**src/rtl/lin_cmd_pkg.sv**
```systemverilog
package lin_cmd_pkg;

  // Bit positions inside the command word (software decodes these)
  localparam int BIT_TXH = 0;
  localparam int BIT_TXR = 1;
  localparam int BIT_TXW = 2;
  localparam int BIT_RXH = 8;
  localparam int BIT_RXR = 9;

  typedef struct packed {
    logic rxRsp;
    logic rxHdr;
    logic txWake;
    logic txRsp;
    logic txHdr;
  } cmdVec_t;

  typedef enum logic [1:0] {
    ST_IDLE,
    ST_HDR,
    ST_RSP,
    ST_WAKE
  } seqState_t;

  // Strobes from control to the command datapath
  typedef struct packed {
    logic clrAll;
    logic clrErr;
  } clrStrobe_t;

  function automatic logic cmdLegal(input cmdVec_t c, input logic uart);
    logic [4:0] v;
    logic ok;
    v = c;
    if (uart) begin
      ok = (v == 5'b00000) || (v == 5'b00001) || (v == 5'b01000);
    end else begin
      case (v)
        5'b00000, 5'b00001, 5'b00011, 5'b10001, 5'b01000,
        5'b01010, 5'b11000, 5'b11010, 5'b10000, 5'b00100: ok = 1'b1;
        default: ok = 1'b0;
      endcase
    end
    return ok;
  endfunction

endpackage

```
**src/rtl/lin_cmd_regs.sv**
```systemverilog
module lin_cmd_regs
  import lin_cmd_pkg::*;
#(
  parameter int CMD_W       = 16,
  parameter int SYNC_STAGES = 2
) (
  input  logic             clk,
  input  logic             rstN,
  input  logic             uartMode,
  input  logic             wrEn,
  input  logic [CMD_W-1:0] wrData,
  input  logic             trigIn,
  input  clrStrobe_t       strb,
  output logic [CMD_W-1:0] cmdBits,
  output cmdVec_t          cmdVec,
  output logic             illegalP
);

  localparam logic [CMD_W-1:0] ONE       = CMD_W'(1);
  localparam logic [CMD_W-1:0] M_TXH     = ONE << BIT_TXH;
  localparam logic [CMD_W-1:0] M_TXR     = ONE << BIT_TXR;
  localparam logic [CMD_W-1:0] M_TXW     = ONE << BIT_TXW;
  localparam logic [CMD_W-1:0] M_RXH     = ONE << BIT_RXH;
  localparam logic [CMD_W-1:0] M_RXR     = ONE << BIT_RXR;
  localparam logic [CMD_W-1:0] M_TX_ALL  = M_TXH | M_TXR | M_TXW;
  localparam logic [CMD_W-1:0] M_CMD_ALL = M_TX_ALL | M_RXH | M_RXR;

  // Trigger synchronizer chain
  logic [SYNC_STAGES-1:0] trigSync;
  logic                   trigPrev;
  logic                   trigRise;

  always_ff @(posedge clk) begin
    if (!rstN) trigSync[0] <= 1'b0;
    else       trigSync[0] <= trigIn;
  end

  for (genvar s = 1; s < SYNC_STAGES; s++) begin : g_sync
    always_ff @(posedge clk) begin
      if (!rstN) trigSync[s] <= 1'b0;
      else       trigSync[s] <= trigSync[s-1];
    end
  end

  always_ff @(posedge clk) begin
    if (!rstN) trigPrev <= 1'b0;
    else       trigPrev <= trigSync[SYNC_STAGES-1];
  end

  assign trigRise = trigSync[SYNC_STAGES-1] & ~trigPrev;

  // Command word update
  logic [CMD_W-1:0] cmdQ;
  logic [CMD_W-1:0] clrMask;
  logic [CMD_W-1:0] keptBits;
  logic [CMD_W-1:0] setBits;
  logic [CMD_W-1:0] candBits;
  logic [CMD_W-1:0] cmdNext;
  cmdVec_t          candVec;
  logic             candOk;
  logic             rejectD;

  function automatic cmdVec_t toVec(input logic [CMD_W-1:0] w);
    cmdVec_t r;
    r.rxRsp  = w[BIT_RXR];
    r.rxHdr  = w[BIT_RXH];
    r.txWake = w[BIT_TXW];
    r.txRsp  = w[BIT_TXR];
    r.txHdr  = w[BIT_TXH];
    return r;
  endfunction

  always_comb begin
    if (strb.clrAll)      clrMask = M_CMD_ALL;
    else if (strb.clrErr) clrMask = M_TX_ALL | (uartMode ? M_RXH : '0);
    else                  clrMask = '0;
    keptBits = cmdQ & ~clrMask;
    setBits  = (wrEn ? (wrData & M_CMD_ALL) : '0) | (trigRise ? M_TXH : '0);
    candBits = keptBits | setBits;
    candVec  = toVec(candBits);
    candOk   = cmdLegal(candVec, uartMode);
    rejectD  = (setBits != '0) && !candOk;
    cmdNext  = rejectD ? keptBits : candBits;
  end

  always_ff @(posedge clk) begin
    if (!rstN) begin
      cmdQ     <= '0;
      illegalP <= 1'b0;
    end else begin
      cmdQ     <= cmdNext;
      illegalP <= rejectD;
    end
  end

  assign cmdBits = cmdQ;
  assign cmdVec  = toVec(cmdQ);

endmodule

```
**src/rtl/lin_cmd_fsm.sv**
```systemverilog
module lin_cmd_fsm
  import lin_cmd_pkg::*;
(
  input  logic       clk,
  input  logic       rstN,
  input  logic       uartMode,
  input  cmdVec_t    cmdVec,
  input  logic       hdrPidRdy,
  input  logic       hdrDone,
  input  logic       hdrErr,
  input  logic       rspDone,
  input  logic       rspErr,
  input  logic       wakeDone,
  input  logic       wakeErr,
  output clrStrobe_t strb,
  output logic       hdrStart,
  output logic       hdrTx,
  output logic       rspStart,
  output logic       rspTx,
  output logic       wakeStart,
  output logic       hdrDoneP,
  output logic       pidP,
  output logic       rspDoneP,
  output logic       wakeDoneP,
  output logic       errP
);

  seqState_t stateQ, stateD;
  logic goHdr, goRsp, goWake;
  logic hdrOkD, pidD, rspOkD, wakeOkD, errD;

  always_comb begin
    stateD      = stateQ;
    strb        = '0;
    goHdr       = 1'b0;
    goRsp       = 1'b0;
    goWake      = 1'b0;
    hdrOkD      = 1'b0;
    pidD        = 1'b0;
    rspOkD      = 1'b0;
    wakeOkD     = 1'b0;
    errD        = 1'b0;
    case (stateQ)
      ST_IDLE: begin
        if (cmdVec.txWake) begin
          goWake = 1'b1;
          stateD = ST_WAKE;
        end else if (cmdVec.txHdr || cmdVec.rxHdr) begin
          goHdr  = 1'b1;
          stateD = ST_HDR;
        end
      end
      ST_HDR: begin
        pidD = hdrPidRdy && !hdrTx && !hdrErr;
        if (hdrErr) begin
          errD        = 1'b1;
          strb.clrErr = 1'b1;
          stateD      = ST_IDLE;
        end else if (hdrDone) begin
          hdrOkD = 1'b1;
          if (!uartMode && (cmdVec.txRsp || cmdVec.rxRsp)) begin
            goRsp  = 1'b1;
            stateD = ST_RSP;
          end else begin
            strb.clrAll = 1'b1;
            stateD      = ST_IDLE;
          end
        end
      end
      ST_RSP: begin
        if (rspErr) begin
          errD        = 1'b1;
          strb.clrErr = 1'b1;
          stateD      = ST_IDLE;
        end else if (rspDone) begin
          rspOkD      = 1'b1;
          strb.clrAll = 1'b1;
          stateD      = ST_IDLE;
        end
      end
      ST_WAKE: begin
        if (wakeErr) begin
          errD        = 1'b1;
          strb.clrErr = 1'b1;
          stateD      = ST_IDLE;
        end else if (wakeDone) begin
          wakeOkD     = 1'b1;
          strb.clrAll = 1'b1;
          stateD      = ST_IDLE;
        end
      end
      default: stateD = ST_IDLE;
    endcase
  end

  always_ff @(posedge clk) begin
    if (!rstN) begin
      stateQ    <= ST_IDLE;
      hdrStart  <= 1'b0;
      hdrTx     <= 1'b0;
      rspStart  <= 1'b0;
      rspTx     <= 1'b0;
      wakeStart <= 1'b0;
      hdrDoneP  <= 1'b0;
      pidP      <= 1'b0;
      rspDoneP  <= 1'b0;
      wakeDoneP <= 1'b0;
      errP      <= 1'b0;
    end else begin
      stateQ    <= stateD;
      hdrStart  <= goHdr;
      rspStart  <= goRsp;
      wakeStart <= goWake;
      if (goHdr) hdrTx <= cmdVec.txHdr;
      if (goRsp) rspTx <= cmdVec.txRsp;
      hdrDoneP  <= hdrOkD;
      pidP      <= pidD;
      rspDoneP  <= rspOkD;
      wakeDoneP <= wakeOkD;
      errP      <= errD;
    end
  end

endmodule

```
**src/rtl/lin_cmd_seq.sv**
```systemverilog
module lin_cmd_seq
  import lin_cmd_pkg::*;
#(
  parameter int CMD_W       = 16,
  parameter int SYNC_STAGES = 2
) (
  input  logic             clk,
  input  logic             rstN,
  input  logic             uartMode,
  input  logic             wrEn,
  input  logic [CMD_W-1:0] wrData,
  input  logic             trigIn,
  output logic [CMD_W-1:0] cmdBits,
  output logic             illegalP,
  output logic             hdrStart,
  output logic             hdrTx,
  input  logic             hdrPidRdy,
  input  logic             hdrDone,
  input  logic             hdrErr,
  output logic             rspStart,
  output logic             rspTx,
  input  logic             rspDone,
  input  logic             rspErr,
  output logic             wakeStart,
  input  logic             wakeDone,
  input  logic             wakeErr,
  output logic             hdrDoneP,
  output logic             pidP,
  output logic             rspDoneP,
  output logic             wakeDoneP,
  output logic             errP
);

  clrStrobe_t strb;
  cmdVec_t    cmdVec;

  lin_cmd_regs #(
    .CMD_W      (CMD_W),
    .SYNC_STAGES(SYNC_STAGES)
  ) regs_i (
    .clk     (clk),
    .rstN    (rstN),
    .uartMode(uartMode),
    .wrEn    (wrEn),
    .wrData  (wrData),
    .trigIn  (trigIn),
    .strb    (strb),
    .cmdBits (cmdBits),
    .cmdVec  (cmdVec),
    .illegalP(illegalP)
  );

  lin_cmd_fsm fsm_i (
    .clk      (clk),
    .rstN     (rstN),
    .uartMode (uartMode),
    .cmdVec   (cmdVec),
    .hdrPidRdy(hdrPidRdy),
    .hdrDone  (hdrDone),
    .hdrErr   (hdrErr),
    .rspDone  (rspDone),
    .rspErr   (rspErr),
    .wakeDone (wakeDone),
    .wakeErr  (wakeErr),
    .strb     (strb),
    .hdrStart (hdrStart),
    .hdrTx    (hdrTx),
    .rspStart (rspStart),
    .rspTx    (rspTx),
    .wakeStart(wakeStart),
    .hdrDoneP (hdrDoneP),
    .pidP     (pidP),
    .rspDoneP (rspDoneP),
    .wakeDoneP(wakeDoneP),
    .errP     (errP)
  );

endmodule

```
**config.mk**
```make
export PLATFORM = sky130hd
export DESIGN_NAME = lin_cmd_seq
export DESIGN_NICKNAME = d
export VERILOG_FILES = /design/src/rtl/lin_cmd_pkg.sv /design/src/rtl/lin_cmd_regs.sv /design/src/rtl/lin_cmd_fsm.sv /design/src/rtl/lin_cmd_seq.sv
export SDC_FILE = /design/constraint.sdc
export NUM_CORES = 1
export LEC_CHECK = 0
export BUFFER_PORTS_ARGS = -buffer_cell sky130_fd_sc_hd__buf_2
export CAP_MARGIN = 0
export CORE_ASPECT_RATIO = 1.2
export CORE_UTILIZATION = 41
export DETAILED_ROUTE_END_ITERATION = 10
export HOLD_SLACK_MARGIN = 0.02
export PLACE_DENSITY_LB_ADDON = 0.08
export SLEW_MARGIN = 10
export SYNTH_ARGS = -nofsm -noshare
export SYNTH_HDL_FRONTEND = slang
export SYNTH_SLANG_ARGS = --single-unit
```
**constraint.sdc**
```tcl
create_clock -name clk -period 1.65 [get_ports clk]
set_clock_uncertainty 0.05 [all_clocks]
set_input_delay 0.165 -clock clk [delete_from_list [all_inputs] [get_ports clk]]
set_output_delay 0.165 -clock clk [all_outputs]
set_load 0.05 [all_outputs]
```
## Word-level counts from Yosys, hierarchy flattened

Memory sizes are Yosys's and may differ from the RTL's.
Cells that the tools add are included.

| word-level totals | value |
|---|---|
| memories kept | 1 |
| input port bits | 28 |
| memory bits (read-only) | 32 |
| flip-flop bits (word level) | 32 |
| output and inout port bits | 27 |

Memory list:

| memory | words | width | rd ports | clocked after Yosys merged registers in | wr ports | line | source |
|---|---|---|---|---|---|---|---|
| (name not given) | 32 | 1 | 1 | 0 | 0 | lin_cmd_pkg.sv:38 | `case (v)` |

| cells by class | value |
|---|---|
| reduce and logical (&&, ||, !) cells | 21 |
| muxes and demuxes | 38 |
| equal/unequal tests | 9 |
| bitwise gates (word level) | 8 |

Operator list:

| kind | count |
|---|---|
| 2-to-1 mux 16 bit | 3 |
| OR 16 bit | 2 |
| 2-to-1 mux 1 bit | 21 |
| 2-to-1 mux 2 bit | 9 |
| AND 16 bit | 1 |
| NOT 16 bit | 1 |
| nonzero test 16 bit | 1 |
| 2-to-1 mux 10 bit | 1 |
| 2-to-1 mux 9 bit | 1 |
| inequality test 3 bit, second input constant | 3 |
| one-hot mux 2 bit (4 select lines) | 1 |
| AND reduction 2 bit | 4 |
| one-hot mux 2 bit (3 select lines) | 1 |
| equality test 5 x 1 -> 1 bit, second input constant | 1 |
| equality test 5 x 4 -> 1 bit, second input constant | 1 |
| logical NOT 5 bit | 1 |
| equality test 2 bit, second input constant | 2 |
| logical AND 1 bit | 4 |
| logical NOT 1 bit | 4 |
| logical OR 1 bit | 4 |
| AND reduction 4 bit | 1 |
| inequality test 3 x 2 -> 1 bit, second input constant | 1 |
| NOT 1 bit | 3 |
| one-hot mux 1 bit (3 select lines) | 1 |
| 4 further kinds | 4 |

## Logic depth before layout (Yosys ltp)

Gate-level depths: netlist (run 1).

| logic depth | value |
|---|---|
| depth after elaboration | 18 |
| depth in mapped cells | 8 |
| depth with buffers taken out | 7 |

## Hierarchy

From an unflattened synthesis (run 1), not the netlist that was laid out.

| unflattened totals | value |
|---|---|
| cell total of the unflattened synthesis | 126 |
| area, all modules | 1177.4 um^2 |

Modules (own cells, without submodules):

| module | times used | sequential area each (um^2) | area an instance (um^2) | cells each |
|---|---|---|---|---|
| lin_cmd_regs | 1 | 180.2 | 603.1 | 68 |
| lin_cmd_fsm | 1 | 240.2 | 574.3 | 58 |

## Least setup slack after synthesis (run 1)

No wires, ideal clock.

| path | value |
|---|---|
| path type | register to register |
| from | register regs_i.cmdQ[1] (netlist: regs_i.cmdBits[1]) |
| to | register regs_i.illegalP |
| clock period less this slack | 2039 ps |
| data required time | 1484 ps |
| path slack | -389 ps |
| cell stages (with the launch flop) | 8 |
| setup time | 116 ps |
| path buffers | 0 |
| data arrival time | 1873 ps |
| cells stage by stage | dfxtp_1 -> o21bai_1 -> nand2_1 -> nand3_2 -> o21ai_2 -> mux2i_1 -> a22oi_2 -> and4_1 |

| between the ends | value |
|---|---|
| cells in the longest elaborated chain, start to end | 16 |

RTL lines:

| element | line | source |
|---|---|---|
| from (decl) | lin_cmd_regs.sv:53 | `logic [CMD_W-1:0] cmdQ;` |
| from (signal assigned) | lin_cmd_regs.sv:91 | `cmdQ <= cmdNext;` |
| logical OR 1 bit | lin_cmd_fsm.sv:61 | `if (!uartMode && (cmdVec.txRsp \|\| cmdVec.rxRsp)) begin` |
| logical AND 1 bit | lin_cmd_fsm.sv:61 |  |
| 2-to-1 mux 1 bit | lin_cmd_fsm.sv:61 |  |
| 2-to-1 mux 1 bit | lin_cmd_fsm.sv:59 | `end else if (hdrDone) begin` |
| 2-to-1 mux 1 bit | lin_cmd_fsm.sv:55 | `if (hdrErr) begin` |
| one-hot mux 2 bit (3 select lines) | lin_cmd_fsm.sv:43 | `case (stateQ)` |
| 2-to-1 mux 16 bit | lin_cmd_regs.sv:74 | `if (strb.clrAll) clrMask = M_CMD_ALL;` |
| NOT 16 bit | lin_cmd_regs.sv:77 | `keptBits = cmdQ & ~clrMask;` |
| AND 16 bit * | lin_cmd_regs.sv:77 |  |
| OR 16 bit * | lin_cmd_regs.sv:79 | `candBits = keptBits \| setBits;` |
| branches (longest 3 deep; another with memory read (32 x 1 bit)) | -- |  |
| 2-to-1 mux 1 bit * | lin_cmd_pkg.sv:35 | `if (uart) begin` |
| logical NOT 1 bit * | lin_cmd_regs.sv:82 | `rejectD = (setBits != '0) && !candOk;` |
| logical AND 1 bit * | lin_cmd_regs.sv:82 |  |
| to (signal assigned) | lin_cmd_regs.sv:92 | `illegalP <= rejectD;` |
| to (decl) | lin_cmd_regs.sv:16 | `output logic illegalP` |

Every way passes the cells marked *.
A chain may end at the register's enable or synchronous reset.

## Worst setup path in the final report (run 1)

| path | value |
|---|---|
| from | register fsm_i.stateQ[1] |
| to | register regs_i.illegalP |

| between the ends | value |
|---|---|
| cells in the longest elaborated chain, start to end | 13 |

RTL lines:

| element | line | source |
|---|---|---|
| from (decl) | lin_cmd_fsm.sv:28 | `seqState_t stateQ, stateD;` |
| from (signal assigned) | lin_cmd_fsm.sv:110 | `stateQ <= stateD;` |
| equality test 2 bit / equality test 2 x 1 -> 1 bit (equally long branches) | lin_cmd_fsm.sv:43 |  |
| one-hot mux 2 bit (3 select lines) * | lin_cmd_fsm.sv:43 |  |
| 2-to-1 mux 16 bit | lin_cmd_regs.sv:75 | `else if (strb.clrErr) clrMask = M_TX_ALL \| (uartMode ? M_RXH : '0);` |
| 2-to-1 mux 16 bit * | lin_cmd_regs.sv:74 |  |
| NOT 16 bit * | lin_cmd_regs.sv:77 |  |
| AND 16 bit * | lin_cmd_regs.sv:77 |  |
| OR 16 bit * | lin_cmd_regs.sv:79 |  |
| branches (longest 3 deep; another with memory read (32 x 1 bit)) | -- |  |
| 2-to-1 mux 1 bit * | lin_cmd_pkg.sv:35 |  |
| logical NOT 1 bit * | lin_cmd_regs.sv:82 |  |
| logical AND 1 bit * | lin_cmd_regs.sv:82 |  |

Marks and branches as above.

==> impl_metrics.toml, run 1 <==
[outcome]
status = "finished with violations"
violations = "negative setup slack"

[floorplanning]
rows = 20
coreArea_sq_um = 2577
die_h_um = 59.48
initial_utilization = 0.4379
io_pins = 55
die_w_um = 49.90
dieArea_sq_um = 2968

[layout]
area.growth.synth_to_final_pct = 48.89
fin_util = 0.6519
diodes = 0
fin_nets = 223
fillers = 222
final_layout_size_suffix_gt1_frac = 0.5258

[routing]
wl_met1_um = 1237
ant_nets = 0
avgViaCountPerCell = 5.093
drt_pre_antenna_iters = 4
drt_wl_total_um = 3044
drc = 0
dr.max_layer_used = "met4"
num_vias = 1156
wl_per_cell_um = 13.41
drt-initial-drc-count = 33
met3WireLength_um = 141
wl_met2_um = 1602

[logic_synthesis]
ys_ff_latch = 21
syn_avg_cell_area_sq_um = 8.749
synth_top_area_share = 0.3725
synth_edf_count = 0
ys_types = 47
synth_common_cells = "dfxtp_1, nand2_1, buf_4"
synthArstFlopShare = 0
synth_most_common_cell = "dfxtp_1"
synth_top_area_cell = "dfxtp_1"
yosys_warnings = 0
syn-cell-area_sq_um = 1129
netlist_top_cells_area = "dfxtp_1, buf_4, nand2_1"
ys_seq_area_frac = 0.3725
synth_cells = 129
synthFlopType = "dfxtp_1"

[place]
port_buffers = 32
dp_hpwl_um = 2182
routabilityCongestion = 0.8497
dp_slack_ns = -0.3391

[global_routing]
grt_pass1_vias = 1119
grt_pass1_wl_um = 4809
grt_overflow_total = 0
grt_usage = 0.2163
grt_max_degree = 17
antenna_found_initial = 0

[pwr]
ir_drop_uv = 677.9
p_per_area_nw_per_um2 = 1098
leakage_nw = 0.7754

[sta]
post-route-period-util = 1.177
hold_ws_ns = 0.09671
rsz0062_at_grt = "true"
setup_viol = 8
period_needed_ns = 1.942
max_freq_ghz = 0.5149
fin_ws_ns = -0.2922
hold_violations = 0
drv_slew = 0

[critical_path]
crit_chain = "and4bb_2 > nand2_2 > nand3_2 > o21ai_2 > buf_4 > buf_4 > a211oi_4 > inv_2 > and4_1"
cp-startpoint = "fsm_i.stateQ[1]"
critPathKind = "flop to flop"
cp-end-kind = "flop"
r2r-start = "fsm_i.stateQ[1]"
cp_data_required_time_ns = 1.82
critPathMaxFanout = 8
crit_top_cell = "buf_4"
crit_arrival_ns = 2.11
r2r_end = "regs_i.illegalP"
ff2ff_setup_slack_ns = -0.29
slowest_delay_ns = 0.39
crit_path_top_delay_cell = "dfxtp_4"
ff2ff_path_depth = 9
critPathLaunchType = "flop"
cp-endpoint = "regs_i.illegalP"

[clocking]
root_buffer = "clkbuf_4"
ctsLongestPathBuffers = 2
clk_pin_slew_ns = 0.12
clock_sinks = 21
htree_levels = 1
insertion_delay_ns = 0.31
cts-buffers-inserted = 3
cts_tree = "yes"

[run]
drv_cap = 0

[hold_path]
hold_class = "primary input to flop"
## power breakdown
part | switching [mW] | internal [mW]
clock network | 0.161 | 0.0945
registers | 0.0551 | 0.566
logic | 0.530 | 0.438
## registers in the layout, summed over array words and instances (netlist names)
register         count
regs_i.cmdBits       5
fsm_i.stateQ         2
regs_i.trigSync      2
fsm_i.errP           1
fsm_i.hdrDoneP       1
fsm_i.hdrStart       1
fsm_i.hdrTx          1
fsm_i.pidP           1
fsm_i.rspDoneP       1
fsm_i.rspStart       1
fsm_i.rspTx          1
fsm_i.wakeDoneP      1
fsm_i.wakeStart      1
regs_i.illegalP      1
regs_i.trigPrev      1
## cell usage in the layout (no fill, tap or decap), types with 2 or more instances in the layout
cell type	n
a21oi_1	2
a22oi_1	2
and2_1	5
buf_2	32
buf_4	30
buf_6	2
clkbuf_4	3
conb_1	11
dfxtp_1	17
dfxtp_4	4
dlygate4sd3_1	2
inv_1	3
inv_2	3
mux2i_1	2
nand2_1	11
nand3_1	5
nand3_2	4
nor2_1	6
nor2b_1	3
nor3_1	5
o21ai_0	5
o21ai_1	3
o21ai_2	3
## how the worst min path moves through the flow
stage,start,endpoint,cells past startpoint
after global placement,trigIn,regs_i.trigSync[0],2
after CTS,wrData[9],regs_i.cmdBits[9],3
final,wrData[8],regs_i.cmdBits[8],3
after global routing,wrData[1],regs_i.cmdBits[1],3
after floorplan,trigIn,regs_i.trigSync[0],1
after detailed placement,trigIn,regs_i.trigSync[0],2
## logic make-up after synthesis
family / count (synthesis) / synth area share
buffers and inverters: 21 / 0.1142
other: 1 / 0.003323
multiplexers: 4 / 0.03659
AO/OA/AOI/OAI: 30 / 0.2051
flip-flops: 21 / 0.3725
AND/OR/NAND/NOR: 52 / 0.2683
## critical path: cells and delay by family (launching register included)
kind,cells,cell delay (ns)
and+or+nand+nor,4,0.76
AOI/OAI and AO/OA,2,0.30
buffers and inverters,3,0.35
DFF,1,0.39
## area by class of cell
type	instances	area, sq um	share of cell area
multi-input combinational	97	726.9	0.4326
sequential	21	435.4	0.2591
timing repair buffer	66	427.9	0.2547
tap	33	41.29	0.02457
clock buffer	4	26.28	0.01564
inverter	6	22.52	0.01340
## through the flow
stage | cell area (sq um) | power, mW | TNS, ns | instances
floorplan | 1192 | 1.124 | -0.2726 | 139
global placement | 1445 | 1.334 | -1.640 | 210
detailed placement | 1445 | 1.348 | -2.029 | 210
CTS | 1579 | 1.703 | -1.252 | 222
global route | 1680 | 1.942 | -2.290 | 227
finish | 1680 | 1.844 | -1.567 | 227
## what timing repair did
item	4_1_cts	5_1_grt
pin swaps	9	9
endpoints found under the setup margin	8	8
endpoints found under the hold margin	2	0
resized for setup	12	15
buffers inserted	6	5
hold buffers	2	0
## per-layer routing
| metal | track usage | vias up |
|---|---|---|
| met3 | 0.03077 | 7 |
| met2 | 0.4054 | 41 |
| li1 | - | 574 |
| met5 | 0 | - |
| met4 | 0.08980 | 0 |
| met1 | 0.2430 | 534 |
No activity file was read; power rests on OpenSTA's default activity.
==> inputs of run 2 (changes only) <==
REMOVE_ABC_BUFFERS = 1   (was default)
SLEW_MARGIN = default   (was 10)
==> run 2 against run 1 <==
Compared with the run above: the flow still finishes with violations (negative setup slack); non-clock buffer count is 5 lower; clock power is 3% lower; first-iteration DRC count is 55% lower; total power is 9.0% lower; clock-buffer cell count is 1 lower; utilization is 5.0 points lower; global-route usage is 1.6 points lower; final cell count is 2.2% lower; critical path type unchanged; largest power group unchanged.
==> impl_metrics.toml, run 2 (synthesis gave the netlist of run 1 again) <==
[outcome]
status = "finished with violations"
violations = "negative setup slack"

[critical_path]
crit_arrival_ns = 2.07
slowest_delay_ns = 0.39
r2r_end = "regs_i.illegalP"
critPathLaunchType = "flop"
ff2ff_setup_slack_ns = -0.22
crit_path_top_delay_cell = "dfxtp_4"
crit_family = "simple AND/OR/NAND/NOR gates"
r2r-start = "fsm_i.stateQ[1]"
path_buf_inv = 1
critPathKind = "flop to flop"
ff2ff_path_depth = 7
cp-end-kind = "flop"
cp_data_required_time_ns = 1.85
critPathMaxFanout = 7
crit_chain = "and4b_1 > a31oi_4 > nand3_2 > buf_4 > and3b_1 > a22oi_2 > and4_1"
cp-startpoint = "fsm_i.stateQ[1]"
cp.depth = 7
cp-endpoint = "regs_i.illegalP"

[layout]
multi_input_area_sq_um = 648.1
largest_register_ffs = 5
final_cell_mix = "buf_2, buf_4, dfxtp_1, conb_1, nand2_1"
final_layout_size_suffix_gt1_frac = 0.4709
fillers = 239
seqCellArea_sq_um = 427.9
diodes = 0
area.growth.synth_to_final_pct = 37.47
fin_nets = 218
final_common_cell = "buf_2"

[hold_path]
hold_class = "primary input to flop"

[floorplanning]
initial_utilization = 0.4379
dieArea_sq_um = 2968
die_h_um = 59.48
coreArea_sq_um = 2577
die_w_um = 49.90
rows = 20
io_pins = 55

[clocking]
cts-buffers-inserted = 3
insertion_delay_ns = 0.30
cts_tree = "yes"
htree_levels = 1
clk_pin_slew_ns = 0.12
clock_sinks = 21
root_buffer = "clkbuf_4"
ctsLongestPathBuffers = 2

[sta]
post-route-period-util = 1.135
max_freq_ghz = 0.5338
hold_violations = 0
rsz0062_at_grt = "true"
period_needed_ns = 1.873
fin_ws_ns = -0.2232
hold_ws_ns = 0.02691
setup_viol = 7
drv_slew = 0

[place]
dp_hpwl_um = 2069
routabilityCongestion = 0.8798
port_buffers = 32

[routing]
drt_pre_antenna_iters = 4
drt-initial-drc-count = 15
drc = 0
wl_per_cell_um = 12.23
ant_nets = 0
num_vias = 1128
avgViaCountPerCell = 5.081
drt_wl_total_um = 2716

[pwr]
leakage_nw = 0.7258
p_total_mw = 1.679
ir_drop_uv = 508.1
p_per_area_nw_per_um2 = 1082

[global_routing]
antenna_found_initial = 0
grt_pass1_wl_um = 4554
grt_overflow_total = 0
grt_max_degree = 17
grt_pass1_vias = 1055
grt_usage = 0.2000

[run]
drv_cap = 0
-- run 2: metal layers --
metal | GRT usage | wire [um] | share of wire
met5 | 0 | 0 | 0
met2 | 0.3784 | 1454 | 0.54
met1 | 0.2348 | 1159 | 0.43
met3 | 0.02308 | 89 | 0.033
met4 | 0.05714 | 12 | 0.0044
-- run 2: cell type report --
cell class	count	area share
multi-input combinational	97	0.4177
sequential	21	0.2758
timing repair buffer	61	0.2476
tap	33	0.02661
clock buffer	3	0.01452
inverter	6	0.01452
clock inverter	1	0.003226
-- run 2: stage by stage --
step,utilization,worst slack [ns],instances,setup TNS [ns],instance area [sq um]
after floorplan,-,-0.3890,124,-2.137,1060
after CTS,0.5990,-0.1981,222,-1.059,1544
after global placement,0.5592,-0.2672,213,-1.506,1441
after detailed placement,0.5592,-0.3584,213,-2.079,1441
final,0.6019,-0.2232,222,-1.205,1551
after global routing,0.6019,-0.3515,222,-2.097,1551
-- run 2: power by group --
part | switching [mW] | internal [mW] | total [mW]
clock network | 0.157 | 0.0902 | 0.247
logic | 0.477 | 0.342 | 0.819
registers | 0.0469 | 0.566 | 0.613
-- run 2: how the worst min path moves through the flow --
| stage | from | endpoint | slack, ns | depth (start not counted) |
|---|---|---|---|---|
| floorplan | rstN | regs_i.cmdBits[0] | 0.23 | 2 |
| global placement | trigIn | regs_i.trigSync[0] | 0.32 | 2 |
| detailed placement | trigIn | regs_i.trigSync[0] | 0.33 | 2 |
| CTS | hdrPidRdy | fsm_i.pidP | 0.02 | 3 |
| global route | hdrPidRdy | fsm_i.pidP | 0.03 | 3 |
| finish | hdrPidRdy | fsm_i.pidP | 0.03 | 3 |
-- run 2: worst register-to-register path: cells and delay by family (launching register included) --
family,cells,cell delay [ns]
DFF,1,0.39
AOI/OAI and AO/OA,2,0.50
buffers and inverters,1,0.15
and+or+nand+nor,4,0.74
-- run 2: repair_timing --
action                                  in CTS  in global routing
gates resized for setup                     14                  1
endpoints found under the setup margin       8                  8
hold endpoints to repair                     1                  0
setup buffers                                4                  0
hold buffers                                 1                  0
pin swaps                                   10                  3
==> inputs of run 3 (changes only) <==
--- a/config.mk
+++ b/config.mk
@@ -12,5 +12,5 @@
 export DETAILED_ROUTE_END_ITERATION = 10
 export HOLD_SLACK_MARGIN = 0.02
-export PLACE_DENSITY_LB_ADDON = 0.08
+export PLACE_DENSITY = 0.73
 export REMOVE_ABC_BUFFERS = 1
 export SYNTH_ARGS = -nofsm -noshare
==> constraint.sdc (replaced) <==
create_clock -name clk -period 1.65 [get_ports clk]
set_clock_uncertainty 0.05 [all_clocks]
set_input_delay 0.0825 -clock clk [delete_from_list [all_inputs] [get_ports clk]]
set_output_delay 0.0825 -clock clk [all_outputs]
set_load 0.05 [all_outputs]
==> run 3 against run 2 <==
Compared with the run above: the flow still finishes with violations (negative setup slack); utilization rose by 1.2 points; final cell count fell by 0.90%; via count rose by 2.5%; hold slack improved by 0.020 ns; sequential share of layout area fell by 0.55 points; non-clock buffer count fell by 2; global-route usage rose by 0.14 points; flip-flop and latch count did not move; worst setup slack improved by 0.023 ns; register-to-register slack improved by 0.02 ns; sequential power rose by 0.8%; critical path type unchanged; largest power group unchanged.
==> impl_metrics.toml, run 3 (synthesis gave the netlist of run 1 again) <==
[routing]
drt_wl_total_um = 3019
avgViaCountPerCell = 5.255
ant_nets = 0
drt-initial-drc-count = 17
wl_per_cell_um = 13.72
drt_pre_antenna_iters = 4
drc = 0
num_vias = 1156

[run]
drv_cap = 0

[hold_path]
hold_class = "primary input to flop"

[clocking]
clock_sinks = 21
htree_levels = 1
cts_tree = "yes"
insertion_delay_ns = 0.32
ctsLongestPathBuffers = 2
root_buffer = "clkbuf_4"
clk_pin_slew_ns = 0.13
cts-buffers-inserted = 3

[floorplanning]
rows = 20
die_h_um = 59.48
coreArea_sq_um = 2577
die_w_um = 49.90
io_pins = 55
initial_utilization = 0.4379
dieArea_sq_um = 2968

[critical_path]
critPathMaxFanout = 6
critPathLaunchType = "flop"
critPathKind = "flop to flop"
crit_path_top_delay_cell = "dfxtp_4"
cp-end-kind = "flop"
crit_arrival_ns = 2.03
cp_data_required_time_ns = 1.83
crit_chain = "buf_6 > and3b_2 > a21oi_4 > nor2b_2 > o21ai_2 > mux2i_1 > a22oi_2 > and4_1"
slowest_delay_ns = 0.39
ff2ff_setup_slack_ns = -0.20

[layout]
fin_nets = 216
largest_register_ffs = 5
final_layout_size_suffix_gt1_frac = 0.4652
fillers = 222
final_cell_mix = "buf_2, buf_4, dfxtp_1, nand2_1, conb_1"
diodes = 0
area.growth.synth_to_final_pct = 40.24
final_common_cell = "buf_2"

[pwr]
seqPwrFrac = 0.348
p_total_mw = 1.776
leakage_nw = 0.7258
ir_drop_uv = 600.0
power_frac_clock = 0.146
p_per_area_nw_per_um2 = 1122
netSwitchingFraction = 0.4148
combPwrFrac = 0.506
p_int_mw = 1.039
p_sw_mw = 0.7369

[sta]
fin_ws_ns = -0.2003
hold_violations = 0
hold_ws_ns = 0.04729
rsz0062_at_grt = "true"
max_freq_ghz = 0.5405
post-route-period-util = 1.121
setup_viol = 8
drv_slew = 0
period_needed_ns = 1.850

[global_routing]
grt_overflow_total = 0
antenna_found_initial = 0
grt_pass1_vias = 1094
grt_max_degree = 18
grt_pass1_wl_um = 4512
grt_usage = 0.2014

[place]
dp_hpwl_um = 2020
routabilityCongestion = 0.8222
port_buffers = 32

[outcome]
violations = "negative setup slack"
status = "finished with violations"
[run 3: worst paths after layout]
kind,cells after the start,to,from
setup reg to reg,8,regs_i.illegalP,fsm_i.stateQ[1]
hold / removal,4,fsm_i.rspDoneP,rspErr
setup / recovery,8,regs_i.illegalP,fsm_i.stateQ[1]
hold reg to reg,1,regs_i.trigSync[1],regs_i.trigSync[0]
[run 3: through the flow]
stage | setup slack, ns | area, sq um | cells | setup TNS [ns] | util
4_1_cts | -0.1801 | 1531 | 216 | -0.8394 | 0.5942
2_1_floorplan | -0.3890 | 1060 | 124 | -2.137 | -
6_report | -0.2003 | 1583 | 220 | -1.248 | 0.6141
3_3_place_gp | -0.3380 | 1381 | 205 | -1.920 | 0.5359
5_1_grt | -0.2741 | 1583 | 220 | -1.810 | 0.6141
3_5_place_dp | -0.4311 | 1381 | 205 | -2.457 | 0.5359
[run 3: metal layers]
metal / wire length [um] / share of wire / track usage / vias to the layer above
met5: 0 / 0 / 0 / -
li1: - / - / - / 559
met3: 214 / 0.071 / 0.02564 / 4
met1: 1181 / 0.39 / 0.2047 / 523
met4: 46 / 0.015 / 0.08980 / 0
met2: 1576 / 0.52 / 0.4035 / 70
[run 3: cell type report]
cell class	instances	area, sq um	share of cell area
multi-input combinational	97	680.7	0.4300
inverter	6	22.52	0.01423
sequential	21	427.9	0.2704
timing repair buffer	59	380.4	0.2403
clock inverter	1	7.507	0.004743
tap	33	41.29	0.02609
clock buffer	3	22.52	0.01423
[run 3: repair_timing]
action	4_1_cts	5_1_grt
hold endpoints to repair	4	0
endpoints found under the setup margin	8	7
pin swaps	7	7
gates resized for setup	18	7
buffers inserted	3	4
hold buffers	4	0
[run 3: critical path: cells and delay by family (launching register included)]
kind,cells,cell delay (ns)
simple gates,3,0.51
buf+inv,1,0.12
compound gates,3,0.46
flops,1,0.39
mux,1,0.24
[run 3: power by group through the flow]
stage	registers, mW	clock network [mW]	logic, mW
global placement	0.626	0	0.702
finish	0.618	0.259	0.899
CTS	0.615	0.270	0.825
floorplan	0.748	0	0.322
global route	0.624	0.290	0.956
detailed placement	0.628	0	0.716
